===== src/rtl/ddr2_lat_pkg.sv =====
package ddr2_lat_pkg;
  localparam int BANK_W    = 2;
  localparam int COL_W     = 10;
  localparam int DM_W      = 2;
  localparam int MAX_AL    = 4;
  localparam int MIN_CL    = 3;
  localparam int MAX_CL    = 7;
  localparam int MAX_BEATS = 8;
  localparam int PAIRS_MAX = MAX_BEATS / 2;
  localparam int DEPTH     = MAX_AL + MAX_CL + PAIRS_MAX;
  localparam int IDX_W     = $clog2(DEPTH + 1);
  localparam int PAIR_W    = $clog2(PAIRS_MAX);
  localparam int MASK_W    = MAX_BEATS * DM_W;
  localparam int LAT_W     = $clog2(MAX_AL + MAX_CL + 1);

  // strobes from control to the slot timeline
  typedef struct packed {
    logic              load;
    logic              isWrite;
    logic [IDX_W-1:0]  start;
    logic [PAIR_W:0]   pairs;
  } sched_stb_t;
endpackage


===== src/rtl/ddr2_lat_ctrl.sv =====
module ddr2_lat_ctrl
  import ddr2_lat_pkg::*;
(
  input  logic             clk,
  input  logic             rstN,
  input  logic             cfgWr,
  input  logic [2:0]       cfgCl,
  input  logic [2:0]       cfgAl,
  input  logic             cfgBurst8,
  input  logic             cmdValid,
  input  logic             cmdWrite,
  input  logic [DEPTH-1:0] busy,
  output sched_stb_t       stb,
  output logic             collision,
  output logic             cfgErr
);
  logic [2:0] clReg;
  logic [2:0] alReg;
  logic       bl8Reg;
  logic       cfgLegal;

  assign cfgLegal = (cfgCl >= 3'(MIN_CL)) && (cfgAl <= 3'(MAX_AL));

  always_ff @(posedge clk) begin
    if (!rstN) begin
      clReg  <= 3'(MIN_CL);
      alReg  <= '0;
      bl8Reg <= 1'b0;
      cfgErr <= 1'b0;
    end else if (cfgWr) begin
      if (cfgLegal) begin
        clReg  <= cfgCl;
        alReg  <= cfgAl;
        bl8Reg <= cfgBurst8;
      end else begin
        cfgErr <= 1'b1;
      end
    end
  end

  logic [LAT_W-1:0]  readLat;
  logic [LAT_W-1:0]  cmdLat;
  logic [IDX_W-1:0]  startIdx;
  logic [PAIR_W:0]   pairCnt;
  logic [DEPTH-1:0]  winVec;
  logic [DEPTH-1:0]  busyNext;
  logic              clash;

  assign readLat  = LAT_W'(alReg) + LAT_W'(clReg);
  assign cmdLat   = cmdWrite ? readLat - LAT_W'(1) : readLat;
  // a slot reaching index 0 after L-1 more shifts is visible L edges after sampling
  assign startIdx = IDX_W'(cmdLat - LAT_W'(1));
  assign pairCnt  = bl8Reg ? (PAIR_W+1)'(PAIRS_MAX) : (PAIR_W+1)'(PAIRS_MAX / 2);

  for (genvar i = 0; i < DEPTH; i++) begin : g_win
    assign winVec[i] = ((IDX_W+1)'(i) >= {1'b0, startIdx}) &&
                       ((IDX_W+1)'(i) <  {1'b0, startIdx} + (IDX_W+1)'(pairCnt));
  end

  // image of the timeline after this edge's shift
  assign busyNext = {1'b0, busy[DEPTH-1:1]};
  assign clash    = |(winVec & busyNext);

  always_comb begin
    stb.load    = cmdValid && !clash;
    stb.isWrite = cmdWrite;
    stb.start   = startIdx;
    stb.pairs   = pairCnt;
  end

  always_ff @(posedge clk) begin
    if (!rstN) collision <= 1'b0;
    else       collision <= cmdValid && clash;
  end
endmodule


===== src/rtl/ddr2_lat_dpath.sv =====
module ddr2_lat_dpath
  import ddr2_lat_pkg::*;
(
  input  logic                clk,
  input  logic                rstN,
  input  sched_stb_t          stb,
  input  logic [BANK_W-1:0]   cmdBank,
  input  logic [COL_W-1:0]    cmdCol,
  input  logic [MASK_W-1:0]   cmdMask,
  output logic [DEPTH-1:0]    busy,
  output logic                rdWin,
  output logic                wrWin,
  output logic [BANK_W-1:0]   winBank,
  output logic [COL_W-1:0]    winCol,
  output logic [PAIR_W:0]     winBeat,
  output logic [2*DM_W-1:0]   winMask
);
  typedef struct packed {
    logic                valid;
    logic                isWr;
    logic [BANK_W-1:0]   bank;
    logic [COL_W-1:0]    col;
    logic [PAIR_W-1:0]   pair;
    logic [2*DM_W-1:0]   mask;
  } slot_t;

  slot_t slots [DEPTH];

  for (genvar i = 0; i < DEPTH; i++) begin : g_slot
    logic [IDX_W-1:0] off;
    logic             hit;
    slot_t            fresh;
    slot_t            nxt;

    assign off = IDX_W'(i) - stb.start;
    assign hit = stb.load &&
                 ((IDX_W+1)'(i) >= {1'b0, stb.start}) &&
                 ((IDX_W+1)'(i) <  {1'b0, stb.start} + (IDX_W+1)'(stb.pairs));

    always_comb begin
      fresh.valid = 1'b1;
      fresh.isWr  = stb.isWrite;
      fresh.bank  = cmdBank;
      fresh.col   = cmdCol;
      fresh.pair  = off[PAIR_W-1:0];
      fresh.mask  = cmdMask[off[PAIR_W-1:0] * 2 * DM_W +: 2 * DM_W];
    end

    if (i == DEPTH - 1) begin : g_last
      assign nxt = '0;
    end else begin : g_mid
      assign nxt = slots[i+1];
    end

    always_ff @(posedge clk) begin
      if (!rstN)    slots[i] <= '0;
      else if (hit) slots[i] <= fresh;
      else          slots[i] <= nxt;
    end

    assign busy[i] = slots[i].valid;
  end

  slot_t head;
  assign head    = slots[0];
  assign rdWin   = head.valid && !head.isWr;
  assign wrWin   = head.valid && head.isWr;
  assign winBank = head.valid ? head.bank : '0;
  assign winCol  = head.valid ? head.col : '0;
  assign winBeat = head.valid ? {head.pair, 1'b0} : '0;
  assign winMask = wrWin ? head.mask : '0;
endmodule


===== src/rtl/ddr2_lat_sched.sv =====
module ddr2_lat_sched
  import ddr2_lat_pkg::*;
(
  input  logic                clk,
  input  logic                rstN,
  input  logic                cfgWr,
  input  logic [2:0]          cfgCl,
  input  logic [2:0]          cfgAl,
  input  logic                cfgBurst8,
  input  logic                cmdValid,
  input  logic                cmdWrite,
  input  logic [BANK_W-1:0]   cmdBank,
  input  logic [COL_W-1:0]    cmdCol,
  input  logic [MASK_W-1:0]   cmdMask,
  output logic                rdWin,
  output logic                wrWin,
  output logic [BANK_W-1:0]   winBank,
  output logic [COL_W-1:0]    winCol,
  output logic [PAIR_W:0]     winBeat,
  output logic [2*DM_W-1:0]   winMask,
  output logic                collision,
  output logic                cfgErr
);
  sched_stb_t       stb;
  logic [DEPTH-1:0] busy;

  ddr2_lat_ctrl u_ctrl (
    .clk(clk), .rstN(rstN), .cfgWr(cfgWr), .cfgCl(cfgCl), .cfgAl(cfgAl),
    .cfgBurst8(cfgBurst8), .cmdValid(cmdValid), .cmdWrite(cmdWrite),
    .busy(busy), .stb(stb), .collision(collision), .cfgErr(cfgErr)
  );

  ddr2_lat_dpath u_dpath (
    .clk(clk), .rstN(rstN), .stb(stb), .cmdBank(cmdBank), .cmdCol(cmdCol),
    .cmdMask(cmdMask), .busy(busy), .rdWin(rdWin), .wrWin(wrWin),
    .winBank(winBank), .winCol(winCol), .winBeat(winBeat), .winMask(winMask)
  );
endmodule


===== config.mk =====
export PLATFORM = sky130hd
export DESIGN_NAME = ddr2_lat_sched
export DESIGN_NICKNAME = d
export VERILOG_FILES = /design/src/rtl/ddr2_lat_pkg.sv /design/src/rtl/ddr2_lat_ctrl.sv /design/src/rtl/ddr2_lat_dpath.sv /design/src/rtl/ddr2_lat_sched.sv
export SDC_FILE = /design/constraint.sdc
export NUM_CORES = 1
export LEC_CHECK = 0
export ABC_AREA = 0
export ABC_CLOCK_PERIOD_IN_PS = 6130
export CAP_MARGIN = 10
export CORE_MARGIN = 5
export CORE_UTILIZATION = 55
export DETAILED_ROUTE_END_ITERATION = 12
export HOLD_SLACK_MARGIN = 0.03
export PLACE_DENSITY = 0.76
export SYNTH_ARGS = -nofsm -noshare
export SYNTH_HDL_FRONTEND = slang
export SYNTH_SLANG_ARGS = --single-unit

===== constraint.sdc =====
create_clock -name clk -period 6.13 [get_ports clk]
set_input_delay 1.226 -clock clk [delete_from_list [all_inputs] [get_ports clk]]
set_output_delay 1.226 -clock clk [all_outputs]
set_load 0.01 [all_outputs]

[Yosys cells after proc, flatten, opt, wreduce, memory -nomap -nowiden]
Memory sizes are Yosys's and may differ from the RTL's.
Cells that the tools add are included.
Widths: inputs -> output; s select.
Storage, ports and cells
  input bits: 40
  output and inout port bits: 23
  register bits: 9
  bits in writable memories: 300
  logic and storage cells: 286
  memories kept: 1
Operators by class
  bitwise operators: 32
  mux-type cells: 127
  shifts and indexed selects: 15
  add/sub/neg operators: 19
  reductions and logical operators: 55
  $lt $le $gt $ge: 32
Memories
  u_dpath.slots: words 15, bits a word 20, read ports 15, clocked after Yosys merged registers in 0, write ports 15, line ddr2_lat_dpath.sv:27  | slot_t slots [DEPTH];
Operators by type and width (count)
  $mux 20: 30
  $shiftx 16x5->4: 15
  $mux 1: 91
  $logic_and 1x1->1: 50
  $lt 4x5->1 const A: 7
  $or 1x1->1: 30
  $ge 4x4->1 const A: 7
  $lt 3x5->1 const A: 4
  $ge 3x4->1 const A: 4
  $sub 1x2->2 const A: 8
  $and 15x14->15: 1
  $reduce_or 15->1: 1
  $sub 2x2->2 const A: 7
  $lt 1x5->1 const A: 2
  $lt 2x5->1 const A: 2
  $mux 10: 1
  $ge 1x4->1 const A: 2
  $ge 2x4->1 const A: 2
  $mux 4: 2
  $sub 4x1->4 const B: 2
  $mux 3: 2
  $add 4x3->5: 1
  $add 3x3->4: 1
  $reduce_and 2->1: 2
  5 further kinds: 6

[Depth between registers and ports, before layout]
  word-level depth: 18
  depth in mapped cells: 21
  gate-level depth less buffers: 18

[Hierarchy]
Synthesis repeated with hierarchy kept, for this count alone.
Second synthesis, totals
  cells, all modules: 1201
  area total of the unflattened synthesis: 15351.0 um^2
Modules (own cells, without submodules)
  ddr2_lat_dpath: area each 14229.9 um^2, times used 1, cells each 1066, seq. area each 9008.6 um^2
  ddr2_lat_ctrl: area each 1121.1 um^2, times used 1, cells each 135, seq. area each 180.2 um^2

[Worst setup path after synthesis]
OpenSTA, ideal clock, no wires.
  path type: input -> register
  from: input port cmdWrite
  to: memory u_dpath.slots[2][10] (netlist bit), data pin
  library setup time: 0.256 ns
  setup slack: -0.267 ns
  required time: 5.874 ns
  data arrival time: 6.140 ns
  stages on the path: 21
  buffers on the path: 6
  cells stage by stage: buf_2 -> xor2_4 -> inv_2 -> clkbuf_1 -> clkbuf_1 -> ha_1 -> inv_1 -> xnor3_1 -> inv_2 -> fa_1 -> nand2b_1 -> o21a_1 -> a21oi_1 -> mux2_4 -> a211oi_4 -> o2111ai_4 -> buf_6 -> o31a_1 -> buf_2 -> buf_6 -> a22o_1
RTL lines
  start: declaration: line ddr2_lat_sched.sv:11  | input logic cmdWrite,
  end: declaration: line ddr2_lat_dpath.sv:27

==> run_results.csv <==
group,metric,value,unit
yosys,yosysSeqAreaShare,62.30,%
floorplanning,rows,60,
clock_network,postCtsSetupRepairBufs,0,
critical_path,cp_num_cells,19,
yosys,netlist_top_cells_area,"edfxtp_1 (61%), a22o_1 (15%), mux2i_1 (3.0%)",
placed_design,place_ws,-0.1187,ns
timing,finalCriticalPeriod,5.790,ns
final_layout,area_growth_syn_to_layout,21.15,%
status,status,"complete, no violations",
drt,viasPerCell,5.429,
pwr,p_comb_share,27.1,%
yosys,synth_edf_count,300,
clock_network,htreeDepth,2,
yosys,synth_top_area_share,61.07,%
critical_path,critPathMaxFanout,19,
clock_network,clock_sinks,309,
floorplanning,num_io_pins,63,
critical_path,critical_path_class,"in2reg",
pwr,seqPwrFrac,42.3,%
timing,drv_slew,0,
floorplanning,coreArea,26650,sq um
timing,fin_ws,0.3398,ns
clock_network,clk_pin_slew_worst_paths,0.06,ns
placed_design,numPortBuffers,61,
yosys,netlist_area,14750,sq um
grt,grt-ovfl-total,0,
yosys,synth.most_common_cell,"edfxtp_1",
pwr,intPower,0.004424,W
clock_network,clock_latency,0.51,ns
grt,grt_max_degree,65,
critical_path,startpoint,"cmdWrite",
clock_network,post_cts_resized,0,
yosys,synth_cell_type_count,71,
pwr,p_leak,7.098,nW
pwr,powerDensity,352.4,nW/um^2
yosys,ys.flop_type,"edfxtp_1",
yosys,ys_async_sr_fraction,0,%
yosys,synth_largest_area_cell,"edfxtp_1",
timing,worst_pin_slew,1.049,ns
critical_path,crit_required,6.50,ns
timing,hold_violations,0,
pwr,pwr-share-clk,30.6,%
drt,drc,0,
timing,final-setup-viol-count,0,
final_layout,drive_gt1_share,10.78,%
critical_path,crit_chain,"clkdlybuf4s50_1 > buf_4 > xor2_4 > inv_2 > ha_1 > inv_1 > xnor3_1 > inv_2 > fa_1 > nand2b_1 > o21a_1 > a21oi_1 > mux2_4 > a211oi_4 > o2111ai_4 > buf_12 > buf_4 > nor4_4 > a22o_1",
critical_path,end_kind,"flip-flop",
timing,relSlewSlack,29.74,%
clock_network,cts-buffers-inserted,34,
final_layout,multiInputGateArea,6141,sq um
yosys,yosys-top-cells-count,"edfxtp_1 (300), a22o_1 (247), nand2_1 (59)",
timing,finClkSkew,0.01958,ns
drt,drt-total-wl,30.55,mm
yosys,ys_warn_count,0,
floorplanning,die_area,30190,sq um
drt,wl_per_cell,17.82,microns
critical_path,path_delay_family,"buffers and inverters",
critical_path,cp-endpoint,"u_dpath.slots[3][11]",
timing,rsz0062_at_grt,"no",
placed_design,hpwlAfterDp,22.17,mm
grt,grt_pass1_wl,49.54,mm
floorplanning,die_h,173.8,microns
pwr,power.switching,0.001873,W
final_layout,regArea,9189,sq um
drt,num_vias,9306,
final_layout,diodes,0,
pwr,p_sw_share,29.75,%
clock_network,clock-root-buffer,"clkbuf_16",
critical_path,ff2ff_path_depth,20,
yosys,ys_ff_latch,309,
critical_path,critPathSlowestCell,"nor4_4",
yosys,synthCells,992,
clock_network,cts_tree,"yes",
timing,fin_crit_sh,94.46,%
yosys,synth.avg_cell_area,14.87,sq um
floorplanning,initial_utilization,55.35,%
grt,antenna_found_initial,0,
clock_network,cts_buffer_depth,3,
clock_network,cts_hold_buf,0,
critical_path,r2r_slack,0.35,ns
critical_path,r2r_end,"u_dpath.slots[3][11]",
hold_path,min_path_type,"reg2reg",
drt,ant_nets,0,
critical_path,timing.rr.start,"u_ctrl.clReg[0]",
final_layout,fin_util,67.05,%
drt,first_pass_iters,5,
placed_design,routabilityCongestion,0.9403,
pwr,ir_worst_vdd,0.0002135,V
final_layout,fin_nets,1405,
grt,grt_use_total,20.30,%
drt,drt_iter0_markers,685,
critical_path,max_stage_delay,0.84,ns
grt,first_global_vias,9301,
floorplanning,die_x,173.8,microns
final_layout,fillers,1941,
critical_path,crit_buf_inv,7,
critical_path,arrival,6.16,ns
run,cap_violations,0,
timing,max_freq,172.7,MHz
critical_path,setup.worst_path.start_class,"input port",
[cells in the final DEF, fill, tap and decap left out, drive strengths merged, types with 7 or more instances in the layout]
cell           Yosys  layout
a21oi             15      15
xnor2              8       8
nand2             60      60
clkbuf            30      38
edfxtp           300     300
inv               17      18
o21a              13      13
dfxtp              9       9
mux2i             44      44
nor4              14      14
mux4               8       8
clkdlybuf4s50      0      60
nor3               7       7
and3               9       9
buf               51      47
nand3             14      14
clkinv             0      15
conb               2     301
nor2              17      17
and2              38      38
a22o             247     247
ha                10      10
o21ai              9       9
[sequential cells by signal (all words and copies together) (netlist names)]
register	count
u_ctrl.alReg	3
u_ctrl.bl8Reg	1
u_ctrl.cfgErr	1
u_ctrl.clReg	3
u_ctrl.collision	1
u_dpath.slots	300
[layout make-up]
cell class,instances,area share (%)
clock buffers,38,4.964
clock inverters,18,0.9032
inverters,17,0.3571
multi-input cells,884,34.37
flip-flops and latches,309,51.42
well taps,341,2.388
repair buffers,107,5.601
[worst register-to-register path, cell delays in order (launching register included)]
cell and delay (ns):
dfxtp_1 0.33, ha_1 0.16, inv_1 0.05, fa_1 0.50
ha_1 0.32, mux2_2 0.31, ha_1 0.20, inv_1 0.08
xnor3_1 0.29, inv_2 0.07, fa_1 0.61, nand2b_1 0.26
o21a_1 0.14, a21oi_1 0.04, mux2_4 0.32, a211oi_4 0.31
o2111ai_4 0.18, buf_12 0.20, buf_4 0.17, nor4_4 0.84
a22o_1 0.27
[worst min path at each step]
stage,start,end,cells past startpoint
detailed placement,u_ctrl.cfgErr,u_ctrl.cfgErr,2
global placement,u_ctrl.cfgErr,u_ctrl.cfgErr,2
floorplan,u_ctrl.clReg[2],u_ctrl.clReg[2],2
CTS,u_ctrl.cfgErr,u_ctrl.cfgErr,2
finish,u_ctrl.cfgErr,u_ctrl.cfgErr,2
global route,u_ctrl.clReg[2],u_ctrl.clReg[2],2
[kinds of logic (layout without fill, tap and decap cells)]
kind of cell               count (synthesis)  in the layout  synth area share (%)
AOI/OAI and AO/OA                        322            322                 19.10
xor gates and xnor gates                  13             13                 1.476
adders and majority gates                 12             12                 1.120
buffers and inverters                     98            180                 3.766
DFF                                      309            309                 62.30
muxes                                     55             55                 4.487
other                                      2            301               0.05091
and+or+nand+nor                          181            181                 7.702
[metal layers]
metal / track usage (%) / wire length [microns] / up-vias
met4: 4.454 / 479 / 0
met5: 0 / 0 / -
met3: 3.053 / 1660 / 36
met1: 29.55 / 14070 / 4629
li1: - / - / 4426
met2: 32.83 / 14340 / 215
[through the flow]
stage	power (W)	hold slack, ns	cell area, sq um	cells	setup TNS [ns]
2_1_floorplan	0.003843	0.4400	15880	1291	0
3_3_place_gp	0.004349	0.4522	16820	1658	-0.09265
6_report	0.006297	0.4705	17870	1714	0
3_5_place_dp	0.004383	0.4685	16820	1658	-4.243
4_1_cts	0.006316	0.4819	17870	1714	0
5_1_grt	0.006565	0.5236	17870	1714	0
[power by group through the flow]
stage / Combinational, W / Sequential, W / Clock (W)
after floorplan: 0.00116 / 0.00268 / 0
after global placement: 0.00165 / 0.00269 / 0
after detailed placement: 0.00168 / 0.00271 / 0
after CTS: 0.00169 / 0.00266 / 0.00196
after global routing: 0.00183 / 0.00268 / 0.00205
final: 0.00171 / 0.00266 / 0.00193
No activity file was read; power rests on OpenSTA's default activity.
